===== config.mk =====
export PLATFORM = sky130hd
export DESIGN_NAME = rxmbx_top
export DESIGN_NICKNAME = d
export VERILOG_FILES = /design/src/rtl/rxmbx_pkg.sv /design/src/rtl/rxmbx_lowest.sv /design/src/rtl/rxmbx_ctrl.sv /design/src/rtl/rxmbx_datapath.sv /design/src/rtl/rxmbx_top.sv
export SDC_FILE = /design/constraint.sdc
export NUM_CORES = 2
export LEC_CHECK = 0
export CELL_PAD_IN_SITES_DETAIL_PLACEMENT = 0
export CELL_PAD_IN_SITES_GLOBAL_PLACEMENT = 1
export CORE_AREA = 8 8 582 584
export CTS_CLUSTER_DIAMETER = 60
export CTS_CLUSTER_SIZE = 12
export DETAILED_ROUTE_END_ITERATION = 10
export DIE_AREA = 0 0 590 592
export DONT_BUFFER_PORTS = 1
export PLACE_DENSITY = 0.45
export SYNTH_ARGS = -nofsm -noshare
export SYNTH_HDL_FRONTEND = slang
export SYNTH_SLANG_ARGS = --single-unit

===== constraint.sdc =====
create_clock -name clk -period 10.1 [get_ports clk]
set_input_delay 1.01 -clock clk [delete_from_list [all_inputs] [get_ports clk]]
set_output_delay 1.01 -clock clk [all_outputs]
set_load 0.05 [all_outputs]

===== src/rtl/rxmbx_pkg.sv =====
package rxmbx_pkg;

  parameter int unsigned MbxNum = 16;
  localparam int unsigned IdxW = $clog2(MbxNum);
  localparam int unsigned AddrW = 8;
  localparam int unsigned DataW = 32;
  localparam int unsigned SlotShift = 3;
  localparam int unsigned SlotSpan = 1 << SlotShift;

  typedef enum logic [2:0] {
    MODE_OFF   = 3'd0,
    MODE_RX    = 3'd1,
    MODE_RXOVR = 3'd2,
    MODE_TX    = 3'd3,
    MODE_CONS  = 3'd4,
    MODE_PROD  = 3'd5
  } mbxMode_e;

  localparam logic [AddrW-1:0] ADDR_SUMMARY = 8'h00;
  localparam logic [AddrW-1:0] ADDR_OVERRUN = 8'h01;
  localparam logic [AddrW-1:0] ADDR_REARM   = 8'h02;
  localparam logic [AddrW-1:0] ADDR_MBX_BASE = 8'h40;

  localparam logic [SlotShift-1:0] OFS_MODE = 3'd0;
  localparam logic [SlotShift-1:0] OFS_ID   = 3'd1;
  localparam logic [SlotShift-1:0] OFS_STAT = 3'd2;
  localparam logic [SlotShift-1:0] OFS_DLO  = 3'd3;
  localparam logic [SlotShift-1:0] OFS_DHI  = 3'd4;

  localparam int unsigned BitExt  = 29;
  localparam int unsigned BitLost = 24;
  localparam int unsigned BitRdy  = 23;
  localparam int unsigned BitRtr  = 20;
  localparam int unsigned LenLsb  = 16;
  localparam int unsigned ModeLsb = 24;
  localparam int unsigned StdLsb  = 18;

  typedef struct packed {
    logic        ext;
    logic [28:0] id;
    logic        rtr;
    logic [3:0]  len;
    logic [63:0] data;
  } rxFrame_t;

  typedef struct packed {
    logic [MbxNum-1:0] capSel;
    logic              capLost;
    logic              ovrSet;
    logic              ovrClr;
    logic [MbxNum-1:0] rearm;
    logic [MbxNum-1:0] modeWr;
    logic [MbxNum-1:0] idWr;
  } mbxStrobe_t;

  function automatic logic isSlotAddr(input logic [AddrW-1:0] a);
    return (int'(a) >= int'(ADDR_MBX_BASE)) &&
           (int'(a) < int'(ADDR_MBX_BASE) + int'(MbxNum * SlotSpan));
  endfunction

  function automatic logic [IdxW-1:0] slotOf(input logic [AddrW-1:0] a);
    logic [AddrW-1:0] rel;
    rel = a - ADDR_MBX_BASE;
    return rel[SlotShift +: IdxW];
  endfunction

endpackage


===== src/rtl/rxmbx_lowest.sv =====
module rxmbx_lowest #(
  parameter int unsigned Width = 16
) (
  input  logic [Width-1:0] req,
  output logic [Width-1:0] grant,
  output logic             any
);
  assign grant = req & (~req + {{(Width-1){1'b0}}, 1'b1});
  assign any   = |req;
endmodule


===== src/rtl/rxmbx_ctrl.sv =====
module rxmbx_ctrl
  import rxmbx_pkg::*;
(
  input  logic                     frmValid,
  input  logic                     frmExt,
  input  logic [MbxNum-1:0][2:0]   modeVec,
  input  logic [MbxNum-1:0]        extVec,
  input  logic [MbxNum-1:0]        readyVec,
  input  logic                     busWrEn,
  input  logic [AddrW-1:0]         busAddr,
  input  logic [MbxNum-1:0]        wrBits,
  output mbxStrobe_t               stb
);

  logic [MbxNum-1:0] freeReq;
  logic [MbxNum-1:0] ovrReq;
  logic [MbxNum-1:0] freeGrant;
  logic [MbxNum-1:0] ovrGrant;
  logic              freeAny;
  logic              ovrAny;

  for (genvar i = 0; i < MbxNum; i++) begin : g_elig
    logic isRx;
    logic isOvr;
    logic extOk;
    assign isOvr = (modeVec[i] == MODE_RXOVR);
    assign isRx  = (modeVec[i] == MODE_RX) || isOvr;
    assign extOk = (extVec[i] == frmExt);
    assign freeReq[i] = isRx && extOk && !readyVec[i];
    assign ovrReq[i]  = isOvr && extOk && readyVec[i];
  end

  rxmbx_lowest #(.Width(MbxNum)) i_freePick (
    .req   (freeReq),
    .grant (freeGrant),
    .any   (freeAny)
  );

  rxmbx_lowest #(.Width(MbxNum)) i_ovrPick (
    .req   (ovrReq),
    .grant (ovrGrant),
    .any   (ovrAny)
  );

  logic              slotHit;
  logic [IdxW-1:0]   slotIdx;
  logic [SlotShift-1:0] slotOfs;

  assign slotHit = isSlotAddr(busAddr);
  assign slotIdx = slotOf(busAddr);
  assign slotOfs = busAddr[SlotShift-1:0];

  always_comb begin
    stb = '0;
    if (frmValid) begin
      if (freeAny) begin
        stb.capSel = freeGrant;
      end else if (ovrAny) begin
        stb.capSel  = ovrGrant;
        stb.capLost = 1'b1;
      end else begin
        stb.ovrSet = 1'b1;
      end
    end
    if (busWrEn) begin
      if (busAddr == ADDR_REARM) begin
        stb.rearm = wrBits;
      end
      if (busAddr == ADDR_OVERRUN) begin
        stb.ovrClr = wrBits[0];
      end
      if (slotHit) begin
        stb.modeWr[slotIdx] = (slotOfs == OFS_MODE);
        stb.idWr[slotIdx]   = (slotOfs == OFS_ID);
      end
    end
  end

endmodule


===== src/rtl/rxmbx_datapath.sv =====
module rxmbx_datapath
  import rxmbx_pkg::*;
(
  input  logic                    clk,
  input  logic                    rstN,
  input  mbxStrobe_t              stb,
  input  rxFrame_t                frame,
  input  logic [AddrW-1:0]        busAddr,
  input  logic [DataW-1:0]        busWdata,
  output logic [DataW-1:0]        busRdata,
  output logic [MbxNum-1:0][2:0]  modeVec,
  output logic [MbxNum-1:0]       extVec,
  output logic [MbxNum-1:0]       readyVec,
  output logic                    overrunFlag
);

  logic [2:0]       modeQ [MbxNum];
  logic [DataW-1:0] idQ   [MbxNum];
  logic             lostQ [MbxNum];
  logic             rtrQ  [MbxNum];
  logic [3:0]       lenQ  [MbxNum];
  logic [DataW-1:0] dloQ  [MbxNum];
  logic [DataW-1:0] dhiQ  [MbxNum];
  logic             overrunQ;

  logic [DataW-1:0] capId;

  always_comb begin
    if (frame.ext) begin
      capId = {2'b00, 1'b1, frame.id};
    end else begin
      capId = '0;
      capId[StdLsb +: 11] = frame.id[10:0];
    end
  end

  for (genvar i = 0; i < MbxNum; i++) begin : g_mbx
    logic readyQ;

    always_ff @(posedge clk) begin
      if (!rstN) begin
        modeQ[i]  <= MODE_OFF;
        idQ[i]    <= '0;
        readyQ    <= 1'b0;
        lostQ[i]  <= 1'b0;
        rtrQ[i]   <= 1'b0;
        lenQ[i]   <= '0;
        dloQ[i]   <= '0;
        dhiQ[i]   <= '0;
      end else begin
        if (stb.modeWr[i]) begin
          modeQ[i] <= busWdata[ModeLsb +: 3];
        end
        if (stb.capSel[i]) begin
          idQ[i]   <= capId;
          readyQ   <= 1'b1;
          lostQ[i] <= lostQ[i] | stb.capLost;
          rtrQ[i]  <= frame.rtr;
          lenQ[i]  <= frame.len;
          dloQ[i]  <= frame.data[31:0];
          dhiQ[i]  <= frame.data[63:32];
        end else begin
          if (stb.idWr[i]) begin
            idQ[i] <= busWdata;
          end
          if (stb.rearm[i]) begin
            readyQ   <= 1'b0;
            lostQ[i] <= 1'b0;
          end
        end
      end
    end

    assign modeVec[i]  = modeQ[i];
    assign extVec[i]   = idQ[i][BitExt];
    assign readyVec[i] = readyQ;
  end

  always_ff @(posedge clk) begin
    if (!rstN) begin
      overrunQ <= 1'b0;
    end else if (stb.ovrSet) begin
      overrunQ <= 1'b1;
    end else if (stb.ovrClr) begin
      overrunQ <= 1'b0;
    end
  end

  assign overrunFlag = overrunQ;

  logic [IdxW-1:0]      rdIdx;
  logic [SlotShift-1:0] rdOfs;
  logic [DataW-1:0]     statWord;

  assign rdIdx = slotOf(busAddr);
  assign rdOfs = busAddr[SlotShift-1:0];

  always_comb begin
    statWord = '0;
    statWord[BitLost]       = lostQ[rdIdx];
    statWord[BitRdy]        = readyVec[rdIdx];
    statWord[BitRtr]        = rtrQ[rdIdx];
    statWord[LenLsb +: 4]   = lenQ[rdIdx];
  end

  always_comb begin
    busRdata = '0;
    if (busAddr == ADDR_SUMMARY) begin
      busRdata[MbxNum-1:0] = readyVec;
    end else if (busAddr == ADDR_OVERRUN) begin
      busRdata[0] = overrunQ;
    end else if (isSlotAddr(busAddr)) begin
      case (rdOfs)
        OFS_MODE: busRdata[ModeLsb +: 3] = modeQ[rdIdx];
        OFS_ID:   busRdata = idQ[rdIdx];
        OFS_STAT: busRdata = statWord;
        OFS_DLO:  busRdata = dloQ[rdIdx];
        OFS_DHI:  busRdata = dhiQ[rdIdx];
        default:  busRdata = '0;
      endcase
    end
  end

endmodule


===== src/rtl/rxmbx_top.sv =====
module rxmbx_top
  import rxmbx_pkg::*;
(
  input  logic              clk,
  input  logic              rstN,
  input  logic              frmValid,
  input  logic              frmExt,
  input  logic [28:0]       frmId,
  input  logic              frmRtr,
  input  logic [3:0]        frmLen,
  input  logic [63:0]       frmData,
  input  logic              busWrEn,
  input  logic [AddrW-1:0]  busAddr,
  input  logic [DataW-1:0]  busWdata,
  output logic [DataW-1:0]  busRdata
);

  rxFrame_t                frame;
  mbxStrobe_t              stb;
  logic [MbxNum-1:0][2:0]  modeVec;
  logic [MbxNum-1:0]       extVec;
  logic [MbxNum-1:0]       readyVec;
  logic                    overrunFlag;

  assign frame = '{ext: frmExt, id: frmId, rtr: frmRtr, len: frmLen, data: frmData};

  rxmbx_ctrl i_ctrl (
    .frmValid (frmValid),
    .frmExt   (frmExt),
    .modeVec  (modeVec),
    .extVec   (extVec),
    .readyVec (readyVec),
    .busWrEn  (busWrEn),
    .busAddr  (busAddr),
    .wrBits   (busWdata[MbxNum-1:0]),
    .stb      (stb)
  );

  rxmbx_datapath i_dp (
    .clk         (clk),
    .rstN        (rstN),
    .stb         (stb),
    .frame       (frame),
    .busAddr     (busAddr),
    .busWdata    (busWdata),
    .busRdata    (busRdata),
    .modeVec     (modeVec),
    .extVec      (extVec),
    .readyVec    (readyVec),
    .overrunFlag (overrunFlag)
  );

endmodule


# After elaboration in Yosys (flattened, before gate mapping)
# Memories as Yosys holds them, arrays and structs flattened.
# Index checks and enable logic that the tools add are counted.
# classes
n_addsub,3
n_mul,0
n_div,0
order_cmp,4
n_eq_ne,54
shifts,0
muxes,425
bitwise,166
n_reduce_logical,119
# op_table
op,count
32-bit 2-to-1 mux,66
1-bit 2-to-1 mux,312
1-bit bitwise OR,160
24-bit one-hot mux with 4 select lines,1
1-bit logical AND,66
16-bit bitwise AND,4
16-bit 2-to-1 mux,4
4-bit 2-to-1 mux,16
3-bit by 2-bit == test with 1-bit output (second input constant),18
3-bit by 1-bit == test with 1-bit output (second input constant),17
49-bit 2-to-1 mux,1
3-bit 2-to-1 mux,16
2-bit nonzero test,17
16-bit by 1-bit adder with 16-bit output (second input constant),2
16-bit inverter,2
16-bit OR reduction,2
31-bit 2-to-1 mux,1
30-bit 2-to-1 mux,1
18-bit 2-to-1 mux,1
17-bit 2-to-1 mux,1
1-bit == test,16
1-bit zero test,16
1-bit logical OR,16
3-bit one-hot mux with 5 select lines,1
other kinds (14),14
# totals
regBits,17
latchBits,0
ram_bits,1680
rom_bits,0
output_inout_bits,32
memories,7
# mem_list
memory,depth,width,read_ports,rd_ports_with_merged_regs,wr,line,text
i_dp.dhiQ,16,32,1,0,16,rxmbx_datapath.sv:23,logic [DataW-1:0] dhiQ [MbxNum];
i_dp.dloQ,16,32,1,0,16,rxmbx_datapath.sv:22,logic [DataW-1:0] dloQ [MbxNum];
i_dp.idQ,16,32,17,0,16,rxmbx_datapath.sv:18,logic [DataW-1:0] idQ [MbxNum];
i_dp.lenQ,16,4,1,0,16,rxmbx_datapath.sv:21,logic [3:0] lenQ [MbxNum];
i_dp.modeQ,16,3,17,0,16,rxmbx_datapath.sv:17,logic [2:0] modeQ [MbxNum];
i_dp.lostQ,16,1,17,0,16,rxmbx_datapath.sv:19,logic lostQ [MbxNum];
1 more memories,--,--,--,--,--,--,

# Longest topological paths before layout
# An unclocked memory read counts as a cell.
# depth
depth_word,15
ltp_mapped,14
ltp_nobuf,9

# Hierarchy
# From an unflattened synthesis, not the netlist that was laid out.
# hier_totals
cells_unflattened,5820
hier_area_um2,81278.0
# modules_own_cells
mod,instances,cells_per_inst,area_per_inst_um2,seq_area_each_um2
rxmbx_datapath,1,5566,79582.6,50768.7
rxmbx_ctrl,1,198,1302.5,0.0
rxmbx_lowest,2,28,196.4,0.0

# Worst setup path before layout
# No wires, ideal clock.
# synth_timing
kind,input to register
startpoint,in frmExt
endpoint,"mem i_dp.idQ[14][0], enable pin"
setup_time_ns,0.388
t_arrival_ns,8.636
path_slack_ns,1.076
cell_stages,10
path_buffers,3
cell_sequence,buf_4 -> buf_12 -> xor2_2 -> nor3_1 -> or3_4 -> or4b_1 -> buf_2 -> o31a_1 -> o21ai_0 -> a21o_1
# synth_rtl
element,line,text
"start, declared",rxmbx_top.sv:7,"input logic frmExt,"
"end, declared",rxmbx_datapath.sv:18,

# Final worst setup path
# layout_timing
startpoint,in busAddr[4]
endpoint,out busRdata[5]
# layout_via
elab_chain_cells,6
elab_cells_between_ends,13
# layout_lines
element,line,text
"start, declared",rxmbx_top.sv:13,"input logic [AddrW-1:0] busAddr,"
7-bit subtractor,rxmbx_pkg.sv:63,rel = a - ADDR_MBX_BASE;
"memory read 16 x 32 bit, on equally long branches",--,
24-bit one-hot mux with 4 select lines,rxmbx_datapath.sv:113,case (rdOfs)
32-bit 2-to-1 mux,rxmbx_datapath.sv:112,end else if (isSlotAddr(busAddr)) begin
31-bit 2-to-1 mux,rxmbx_datapath.sv:110,end else if (busAddr == ADDR_OVERRUN) begin
16-bit 2-to-1 mux (*),rxmbx_datapath.sv:108,if (busAddr == ADDR_SUMMARY) begin
"end, declared",rxmbx_top.sv:15,output logic [DataW-1:0] busRdata
# Mark *: on every way between the ends. The rest lies on a longest branch, timed or not.

==> results.toml <==
[run_status]
status = "finished with violations"
violations = "slew limit"

[clock_network]
cts_tree = "yes"
path_clk_slew_ps = 60
cts_buffer_depth = 4
cts-buffers-inserted = 192
clk_latency_ps = 880
cts_root_buf = "clkbuf_16"
cts_resized = 0
cts_hold_buf = 0
clkSinkCount = 1697
htreeDepth = 4
cts_setup_buffers = 0

[sta]
final-max-slew-violation-count = 258
fin_crit_sh_pct = 54.04
timing.final.hold_violations = 0
setup_viol = 0
fin_ws_ps = 4642
worst_slew_pin_slew_ps = 1826
max_freq_mhz = 183.2
fin_crit_ps = 5458
setup_tns_ps = 0
rsz0062_at_grt = "false"
skew_ps = 100.4
slew_headroom_pct = -21.75
whs_ps = 316.1

[route]
wl_met2_um = 159100
ant_nets = 0
viasPerCell = 5.177
routed-wl-met3_um = 26000
route.detailed.drc = 0
wire_per_inst_um = 35.31
routed_wirelength_um = 339400
vias = 49759
drt-met1-wl_um = 142200
drt_iter0_drc = 5480
drt_pre_antenna_iters = 5
top_layer = "met5"

[worst_setup_path]
cp-start-kind = "primary input"
r2r_slack_ps = 4800
r2r_start = "i_dp.idQ[11][29]"
worstPathArrival_ps = 4450
crit_fanout = 433
critical_path_class = "primary input to primary output"
crit_path_end_kind = "primary output"
crit_required_ps = 9090
worst-r2r-cell-count = 10
rr_endpoint = "i_dp.idQ[9][1]"

[worst_hold_path]
min_path_type = "primary input to flop"
whs_endpoint = "i_dp.dhiQ[5][25]"
hp-start = "frmData[57]"
whs_path_depth = 1

[finish]
layout.area.seq_um2 = 50770
multiInputGateArea_um2 = 29260
fillCellCount = 32836
syn_to_final_growth_pct = 12.72
instances_no_fill = 9612
drive_gt1_share_pct = 20.03
nNetsFinal = 5260

[logic_synthesis]
synth_area_um2 = 81930
yosysTopAreaCell = "edfxtp_1"
yosysTopAreaCellShare_pct = 61.50
yosysMostFrequentCell = "edfxtp_1"
syn_area_per_cell_um2 = 15.20
synth_cell_types = 83
async_flop_share_pct = 0
synthCells = 5392
synth.top_cells.by_count = "edfxtp_1, and2_1, mux4_2"
ys_warn_count = 0
yosys_register_bits = 1697
synth_edf_count = 1678
ys_dominant_reg_cell = "edfxtp_1"
ys_top_cells_by_area = "edfxtp_1, mux4_2, and2_1"
syn_nets = 5536
ys_seq_area_share_pct = 61.96

[floorplanning]
rows = 211
fp.dieH_um = 592
io_pins = 175
start_util_pct = 24.89
die_x_um = 590
core_region_area_um2 = 329200
dieArea_um2 = 349300

[flow_run]
drv_cap = 0

[global_routing]
antenna_found_initial = 32
track_usage_pct = 18.86
overflow = 0
grt_pass1_vias = 50973
grt_max_degree = 434
grt_pass1_wl_um = 459200

[power_and_ir_drop]
finalPower_w = 0.01641
leakagePower_nw = 32.37
p_per_area_nw_per_um2 = 177.7
ir_worst_vdd_mv = 0.1220

[place]
hpwlAfterDp_um = 188800
gp_congestion = 0.8181
dp.cells = 9288
port_buffers = 0
pre_cts_slack_ps = 4360
==> layer usage <==
metal / global-route usage [%] / up-vias
met3: 4.370 / 449
met4: 5.926 / 2
li1: - / 20502
met2: 30.77 / 1990
met1: 24.89 / 26816
met5: 0 / -
==> registers in the layout, indices dropped and copies added (netlist names), 16 cells and up <==
register           cells
i_dp.dhiQ            512
i_dp.dloQ            512
i_dp.g_mbx.readyQ     16
i_dp.idQ             512
i_dp.lenQ             64
i_dp.lostQ            16
i_dp.modeQ            48
i_dp.rtrQ             16
==> area by class of cell <==
| cell class | count | share of cell area, % |
|---|---|---|
| antenna | 24 | 0.06503 |
| inverter | 10 | 0.05690 |
| tap | 4366 | 5.915 |
| sequential | 1697 | 54.97 |
| multi-input combinational | 3081 | 31.68 |
| clock inverter | 69 | 0.7384 |
| timing repair buffer | 134 | 1.116 |
| clock buffer | 231 | 5.452 |
==> where the power goes <==
part	leakage [nW]	switching [W]	internal, W
clock	2.77	0.00304	0.00376
combinational	12.1	0.000913	0.000492
sequential	17.5	0.000106	0.00810
total	32.4	0.00406	0.0124
==> layout by cell type (no fill, tap or decap), types with 33 or more instances in the layout <==
| cell type | instances |
|---|---|
| a21oi_1 | 40 |
| a22o_1 | 39 |
| a32o_1 | 35 |
| and2_1 | 754 |
| and3_1 | 355 |
| buf_4 | 132 |
| clkbuf_1 | 34 |
| clkbuf_16 | 195 |
| edfxtp_1 | 1678 |
| mux2i_1 | 157 |
| mux4_2 | 526 |
| nand2_1 | 271 |
| nand3_1 | 92 |
| nor2_1 | 60 |
| nor3b_1 | 77 |
| o22ai_1 | 33 |
| o2bb2ai_1 | 176 |
==> through the flow <==
step,util (%),instance area [µm²]
floorplan,-,81930
global placement,26.30,86570
detailed placement,26.30,86570
CTS,28.03,92290
global route,28.04,92310
finish,28.05,92350
==> worst max-delay path, stage by stage <==
cell and delay, ps:
nor2_1 830, nand3b_1 310, a21oi_1 220, o22ai_1 100
nand2_1 230, or2_2 570, o21ai_2 430
==> worst max path at each step <==
stage,end,slack (ps),from,depth (start not counted)
after floorplan,i_dp.idQ[14][0],1080,frmExt,10
after global placement,i_dp.idQ[9][9],4320,frmExt,10
after detailed placement,i_dp.idQ[9][8],4360,frmExt,10
after CTS,i_dp.idQ[9][1],4910,i_dp.idQ[11][29],10
after global routing,i_dp.idQ[9][31],4740,i_dp.idQ[11][29],10
final,busRdata[5],4640,busAddr[4],7
==> cell families after synthesis <==
family,after synthesis,synth area share [%]
simple gates,1841,13.14
flops,1697,61.96
mux,694,16.53
buf+inv,614,3.037
compound gates,513,4.960
xor+xnor,32,0.3512
fa+ha+maj,1,0.01527
Power figures use the tool's default switching activity.
